### src/rtl/dpll_pkg.sv
package dpll_pkg;

  typedef logic signed [1:0] err_t;

  typedef enum logic {
    ISS_IDLE,
    ISS_WAIT
  } iss_state_e;

  // early/late strobe mapped to a signed unit decision
  function automatic err_t map_decision(input logic valid, input logic early,
                                        input logic late);
    err_t r;
    r = 2'sd0;
    if (valid && late && !early)      r = 2'sd1;
    else if (valid && early && !late) r = -2'sd1;
    return r;
  endfunction

endpackage

### src/rtl/dpll_loop_filter.sv
module dpll_loop_filter
  import dpll_pkg::*;
#(
  parameter int INT_W   = 20,
  parameter int ACC_W   = 24,
  parameter int MAG_LOG = 16,
  parameter int SHW     = 5
) (
  input  logic                    clk,
  input  logic                    rst,
  input  err_t                    err,
  input  logic [SHW-1:0]          kp_shift,
  input  logic [SHW-1:0]          ki_shift,
  input  logic signed [INT_W-1:0] int_min,
  input  logic signed [INT_W-1:0] int_max,
  output logic signed [ACC_W-1:0] prop_term,
  output logic signed [INT_W-1:0] integ_q
);

  localparam int EXT = ACC_W + 1 - INT_W;

  logic signed [ACC_W-1:0] unit_v, iinc;
  logic signed [ACC_W:0]   isum, lo_x, hi_x, nxt;

  always_comb begin
    unit_v    = {{(ACC_W-2){err[1]}}, err} <<< MAG_LOG;
    prop_term = unit_v >>> kp_shift;
    iinc      = unit_v >>> ki_shift;
    isum      = {{EXT{integ_q[INT_W-1]}}, integ_q} + {iinc[ACC_W-1], iinc};
    lo_x      = {{EXT{int_min[INT_W-1]}}, int_min};
    hi_x      = {{EXT{int_max[INT_W-1]}}, int_max};
    if (isum > hi_x)      nxt = hi_x;
    else if (isum < lo_x) nxt = lo_x;
    else                  nxt = isum;
  end

  always_ff @(posedge clk) begin
    if (rst) integ_q <= '0;
    else     integ_q <= nxt[INT_W-1:0];
  end

  // with fixed limits, the integrator never leaves them
  assert_int_bounded_R4: assert property (@(posedge clk) disable iff (rst)
    ($stable(int_min) && $stable(int_max)) |-> (integ_q >= int_min && integ_q <= int_max));

  // a zero decision leaves the integrator alone
  assert_zero_hold_R1: assert property (@(posedge clk) disable iff (rst)
    (err == 2'sd0 && integ_q >= int_min && integ_q <= int_max) |=> $stable(integ_q));

endmodule

### src/rtl/dpll_phase_acc.sv
module dpll_phase_acc #(
  parameter int INT_W = 20,
  parameter int ACC_W = 24
) (
  input  logic                    clk,
  input  logic                    rst,
  input  logic signed [ACC_W-1:0] prop_term,
  input  logic signed [INT_W-1:0] integ,
  output logic                    push,
  output logic                    push_inc
);

  localparam int THR = ACC_W - 2;
  localparam int EXT = ACC_W + 1 - INT_W;
  localparam logic signed [ACC_W:0] LIM = (ACC_W+1)'(1) <<< THR;

  logic signed [ACC_W-1:0] acc_q;
  logic signed [ACC_W:0]   inc_w, sum, acc_x;

  always_comb begin
    inc_w = {prop_term[ACC_W-1], prop_term} + {{EXT{integ[INT_W-1]}}, integ};
    sum   = {acc_q[ACC_W-1], acc_q} + inc_w;
    acc_x = {acc_q[ACC_W-1], acc_q};
  end

  always_ff @(posedge clk) begin
    if (rst) begin
      acc_q    <= '0;
      push     <= 1'b0;
      push_inc <= 1'b0;
    end else if (sum >= LIM) begin
      acc_q    <= ACC_W'(sum - LIM);
      push     <= 1'b1;
      push_inc <= 1'b1;
    end else if (sum <= -LIM) begin
      acc_q    <= ACC_W'(sum + LIM);
      push     <= 1'b1;
      push_inc <= 1'b0;
    end else begin
      acc_q    <= sum[ACC_W-1:0];
      push     <= 1'b0;
    end
  end

  // after each wrap, the residue stays strictly inside the thresholds
  assert_acc_range_R5: assert property (@(posedge clk) disable iff (rst)
    (acc_x < LIM) && (acc_x > -LIM));

  // a retard push only follows a non-positive residue
  assert_dec_sign_R6: assert property (@(posedge clk) disable iff (rst)
    (push && !push_inc) |-> (acc_x <= 0));

endmodule

### src/rtl/dpll_step_issuer.sv
module dpll_step_issuer
  import dpll_pkg::*;
#(
  parameter int QDEPTH = 4
) (
  input  logic clk,
  input  logic rst,
  input  logic push,
  input  logic push_inc,
  input  logic ps_done,
  output logic ps_en,
  output logic ps_inc
);

  localparam int QAW = (QDEPTH > 1) ? $clog2(QDEPTH) : 1;
  localparam int QCW = $clog2(QDEPTH + 1);

  logic [QDEPTH-1:0] dir_q;
  logic [QAW-1:0]    rd_q, wr_q;
  logic [QCW-1:0]    cnt_q;
  iss_state_e        st_q;
  logic              pop, wr_ok;

  function automatic logic [QAW-1:0] nxt_ptr(input logic [QAW-1:0] p);
    return (p == QAW'(QDEPTH - 1)) ? '0 : p + 1'b1;
  endfunction

  always_comb begin
    pop   = (st_q == ISS_IDLE) && (cnt_q != '0);
    wr_ok = push && ((cnt_q != QCW'(QDEPTH)) || pop);  // drop when full
  end

  always_ff @(posedge clk) begin
    if (rst) begin
      rd_q  <= '0;
      wr_q  <= '0;
      cnt_q <= '0;
      dir_q <= '0;
    end else begin
      if (wr_ok) begin
        dir_q[wr_q] <= push_inc;
        wr_q        <= nxt_ptr(wr_q);
      end
      if (pop) rd_q <= nxt_ptr(rd_q);
      case ({wr_ok, pop})
        2'b10:   cnt_q <= cnt_q + 1'b1;
        2'b01:   cnt_q <= cnt_q - 1'b1;
        default: cnt_q <= cnt_q;
      endcase
    end
  end

  always_ff @(posedge clk) begin
    if (rst) begin
      st_q   <= ISS_IDLE;
      ps_en  <= 1'b0;
      ps_inc <= 1'b0;
    end else begin
      ps_en <= 1'b0;
      case (st_q)
        ISS_IDLE: if (pop) begin
          ps_en  <= 1'b1;
          ps_inc <= dir_q[rd_q];
          st_q   <= ISS_WAIT;
        end
        ISS_WAIT: if (ps_done) st_q <= ISS_IDLE;
        default:  st_q <= ISS_IDLE;
      endcase
    end
  end

  // nothing new while a step is outstanding
  assert_no_issue_busy_R7: assert property (@(posedge clk) disable iff (rst)
    (st_q == ISS_WAIT && !ps_done) |=> !ps_en);

  // the request is a single-cycle pulse
  assert_pulse_R7: assert property (@(posedge clk) disable iff (rst)
    ps_en |=> !ps_en);

  // occupancy bounded; an issue always consumed a held entry
  assert_depth_R8: assert property (@(posedge clk) disable iff (rst)
    cnt_q <= QCW'(QDEPTH));
  assert_issue_src_R8: assert property (@(posedge clk) disable iff (rst)
    ps_en |-> $past(cnt_q != '0));

  // reset leaves nothing queued and no request
  assert_reset_R9: assert property (@(posedge clk)
    $past(rst) |-> (!ps_en && cnt_q == '0));

endmodule

### src/rtl/phase_step_dpll.sv
module phase_step_dpll
  import dpll_pkg::*;
#(
  parameter int INT_W   = 20,
  parameter int ACC_W   = 24,
  parameter int MAG_LOG = 16,
  parameter int SHW     = 5,
  parameter int QDEPTH  = 4
) (
  input  logic                    clk,
  input  logic                    rst,
  input  logic                    dec_valid,
  input  logic                    dec_early,
  input  logic                    dec_late,
  input  logic [SHW-1:0]          kp_shift,
  input  logic [SHW-1:0]          ki_shift,
  input  logic signed [INT_W-1:0] int_min,
  input  logic signed [INT_W-1:0] int_max,
  input  logic                    ps_done,
  output logic                    ps_en,
  output logic                    ps_inc
);

  err_t                    err;
  logic signed [ACC_W-1:0] prop_term;
  logic signed [INT_W-1:0] integ;
  logic                    push, push_inc;

  assign err = map_decision(dec_valid, dec_early, dec_late);

  dpll_loop_filter #(.INT_W(INT_W), .ACC_W(ACC_W), .MAG_LOG(MAG_LOG), .SHW(SHW)) u_filt (
    .clk(clk), .rst(rst), .err(err), .kp_shift(kp_shift), .ki_shift(ki_shift),
    .int_min(int_min), .int_max(int_max), .prop_term(prop_term), .integ_q(integ)
  );

  dpll_phase_acc #(.INT_W(INT_W), .ACC_W(ACC_W)) u_acc (
    .clk(clk), .rst(rst), .prop_term(prop_term), .integ(integ),
    .push(push), .push_inc(push_inc)
  );

  dpll_step_issuer #(.QDEPTH(QDEPTH)) u_iss (
    .clk(clk), .rst(rst), .push(push), .push_inc(push_inc), .ps_done(ps_done),
    .ps_en(ps_en), .ps_inc(ps_inc)
  );

endmodule

### config.mk
export PLATFORM = sky130hd
export DESIGN_NAME = phase_step_dpll
export DESIGN_NICKNAME = d
export VERILOG_FILES = /design/src/rtl/dpll_pkg.sv /design/src/rtl/dpll_loop_filter.sv /design/src/rtl/dpll_phase_acc.sv /design/src/rtl/dpll_step_issuer.sv /design/src/rtl/phase_step_dpll.sv
export SDC_FILE = /design/constraint.sdc
export NUM_CORES = 1
export LEC_CHECK = 0
export BUFFER_PORTS_ARGS = -buffer_cell sky130_fd_sc_hd__buf_2
export CAP_MARGIN = 20
export CORE_MARGIN = 2
export CORE_UTILIZATION = 45
export DETAILED_ROUTE_END_ITERATION = 12
export GPL_TIMING_DRIVEN = 1
export PLACE_DENSITY_LB_ADDON = 0.15
export SLEW_MARGIN = 10
export SYNTH_ARGS = -nofsm -noshare
export SYNTH_HDL_FRONTEND = slang
export SYNTH_HIERARCHICAL = 1
export SYNTH_SLANG_ARGS = --single-unit
### constraint.sdc
create_clock -name clk -period 6.6 [get_ports clk]
set_clock_uncertainty 0.15 [all_clocks]
set_input_delay 1.32 -clock clk [delete_from_list [all_inputs] [get_ports clk]]
set_output_delay 1.32 -clock clk [all_outputs]
set_load 0.01 [all_outputs]
==> results.yml <==
synth:
  synth.distinct_cells: 71
  syn_nets: 1036
  netlist.top_cell.by_area: "ha_1"
  yosys_warnings: 6
  post-synth-top-area-fraction_pct: 17.9
  synth-edff-count: 0
  synth-seq-area-share_pct: 17.1
  async_reset_ff_share_pct: 0
  syn_area_um2: 7010
  ys_seq_elements: 60
  synth.area.top_cells: "ha_1 (18%), dfxtp_1 (17%), fa_1 (7.7%)"
  syn_avg_cell_area_um2: 8.22
  synth_flop_cell: "dfxtp_1"
  postSynthCellCount: 853
cells_and_area:
  area_growth_pct: 13.4
  num_antenna_cells: 0
  drive_above_1_share_pct: 14.5
  final_area_um2: 7950
  multi_input_area_um2: 5390
  fin_nets: 1099
  fillerInstances: 1478
  regArea_um2: 1200
global_route:
  grt_pass1_vias: 5961
  grt_max_degree: 39
  grt_pass1_wl_mm: 28.5
  gr-total-overflow: 0
  antenna_found_initial: 0
  grtUsageTotal_pct: 21.3
clocking:
  cts.sinks: 60
  htreeDepth: 3
  post_cts_resized: 0
  clockBufferDepth: 2
  cts_tree: "built"
  cts-root-buf: "clkbuf_16"
  cts_setup_buffers: 0
  cts-buffers-inserted: 9
  worst_skew_pair.late_latency_ns: 0.34
  clk_pin_slew_worst_paths_ns: 0.06
  cts_hold_repair.buffers: 0
sta:
  slew_headroom_pct: 64.4
  slew_viol_final: 0
  rsz0062_at_grt: "no"
  period_minus_slack_ns: 6.21
  timing.hold.ws_ns: 0.311
  period_share_pct: 94.1
  tightest_slew_ns: 0.531
  fmax_ghz: 0.161
  setup_ws_ns: 0.391
  setup_viol: 0
  hold_viol_final: 0
power_and_ir_drop:
  p_comb_share_pct: 68.4
  p_clk_share_pct: 13.9
  p_per_area_nw_per_um2: 469
  peakVddDrop_mv: 0.173
  p_switching_mw: 1.77
  p_int_mw: 1.96
  power_frac_seq_pct: 17.7
  p_leak_nw: 3.74
  p_sw_share_pct: 47.4
critical_path:
  crit_path_top_delay_cell: "a2111oi_1"
  cpPeakStageDelay_ns: 0.40
  timing.critical_path.buf_inv: 4
  crit_required_ns: 6.68
  crit_family: "compound AO/OA/AOI/OAI gates"
  end_kind: "register"
  critPathKind: "input port to register"
  arrival_ns: 6.28
  critPathMaxFanout: 15
  cp-start-kind: "input port"
floorplan:
  die_h_um: 129
  dieWidth_um: 129
  core_um2: 15200
  die_area_um2: 16600
  rows: 45
  io_pins: 58
  initial_core_util_pct: 46.1
placed_design:
  gp_congestion: 0.915
  port_buffers: 57
  dp_slack_ns: -0.0682
  place_area_um2: 7590
  hpwl_mm: 14.0
run_status:
  status: "completed"
route:
  vias_per_cell: 5.60
  postRouteAntennaNets: 0
  via_count: 6210
  drt_first_pass_iters: 7
  drcViolationCount: 0
  drt_iter0_markers: 418
  wl_per_cell_um: 15.2
  wirelength_mm: 16.9
worst_hold_path:
  worst_hold_path_type: "register to register"
flow_run:
  drv_cap: 0
-- sequential cells by signal (all words and copies together) (netlist names) --
signal,flops
u_iss/rd_q,2
u_acc/acc_q,24
u_iss/wr_q,2
u_iss/ps_inc,1
u_iss/st_q,1
u_acc/push_inc,1
u_filt/integ_q,20
u_iss/ps_en,1
u_iss/dir_q,4
u_acc/push,1
u_iss/cnt_q,3
-- cell type report --
type / count / share of cell area, %
multi-input combinational: 690 / 67.7
clock buffer: 9 / 2.83
sequential: 60 / 15.1
tap: 188 / 2.96
clock inverter: 7 / 1.26
timing repair buffer: 87 / 6.89
inverter: 68 / 3.21
-- worst paths after layout --
check | depth (start not counted) | start | slack, ns | to
worst min-delay path | 2 | u_iss/dir_q[0] | 0.31 | u_iss/dir_q[0]
worst max-delay path | 26 | dec_late | 0.39 | u_filt/integ_q[7]
worst max register to register | 18 | u_filt/integ_q[0] | 1.96 | u_filt/integ_q[7]
worst min register to register | 2 | u_iss/dir_q[0] | 0.31 | u_iss/dir_q[0]
-- cell usage in the layout, fill, tap and decap left out, types with 4 or more instances in the layout --
master | Yosys | layout
inv_1 | 68 | 68
nand3_1 | 25 | 25
xor2_1 | 10 | 10
o2bb2ai_1 | 20 | 20
buf_4 | 8 | 27
a31oi_1 | 5 | 5
nand2b_1 | 15 | 15
nand2_1 | 61 | 61
nor2_1 | 62 | 60
xnor2_1 | 28 | 28
o21bai_1 | 5 | 5
a211oi_1 | 7 | 6
nand4_1 | 14 | 14
a21oi_1 | 72 | 72
mux2i_1 | 30 | 29
or3_1 | 7 | 7
or2_2 | 4 | 4
a21o_1 | 13 | 13
buf_2 | 3 | 57
nor2b_1 | 9 | 9
and2_1 | 7 | 7
o31ai_1 | 11 | 8
ha_1 | 100 | 100
o211ai_1 | 10 | 10
clkbuf_16 | 0 | 9
dfxtp_1 | 60 | 60
fa_1 | 27 | 27
and3_1 | 6 | 6
nor3_1 | 11 | 11
o21a_1 | 8 | 8
o21ai_0 | 67 | 67
-- worst min-delay path, delay by kind of cell, from the launching register on --
kind | cells | cell delay (ns)
and+or+nand+nor | 1 | 0.05
muxes | 1 | 0.05
DFF | 1 | 0.31
-- cell usage after synthesis, types with 6 or more instances --
library cell and n:
a211oi_1 7, a21o_1 13, a21oi_1 72, and2_1 7
and3_1 6, buf_4 8, clkbuf_1 16, dfxtp_1 60
fa_1 27, ha_1 100, inv_1 68, mux2i_1 30
nand2_1 61, nand2b_1 15, nand3_1 25, nand4_1 14
nor2_1 62, nor2b_1 9, nor3_1 11, o211ai_1 10
o21a_1 8, o21ai_0 67, o2bb2ai_1 20, o31ai_1 11
or3_1 7, xnor2_1 28, xor2_1 10
-- per-layer routing --
metal	global-route usage [%]	share of wire (%)	wire, um	vias up
li1	-	-	-	3228
met1	30.3	52	8720	2855
met2	34.2	44	7380	105
met3	2.29	3.1	524	22
met4	6.46	1.5	258	0
met5	0	0	0	-
-- cells by family after synthesis --
kind of cell	count (synthesis)	synth area share, %
compound gates	253	23.8
flops	60	17.1
xor+xnor	38	4.75
fa+ha+maj	127	25.6
simple gates	241	17.5
mux	31	4.61
buf+inv	103	6.69
-- power groups by stage --
stage          sequential [mW]  combinational, mW  clock [mW]
6_report                 0.659               2.55       0.520
5_1_grt                  0.684               2.87       0.546
3_3_place_gp             0.668               2.50           0
2_1_floorplan            0.612               1.99           0
4_1_cts                  0.662               2.53       0.531
3_5_place_dp             0.669               2.52           0
-- metrics by stage --
step	utilization, %	total power [mW]	TNS [ns]	instances
floorplan	-	2.60	0	853
global placement	50.0	3.17	-0.00393	1093
detailed placement	50.0	3.19	-1.05	1093
CTS	52.1	3.73	0	1109
global route	52.3	4.10	0	1109
finish	52.3	3.73	0	1109
Power figures use the tool's default switching activity.
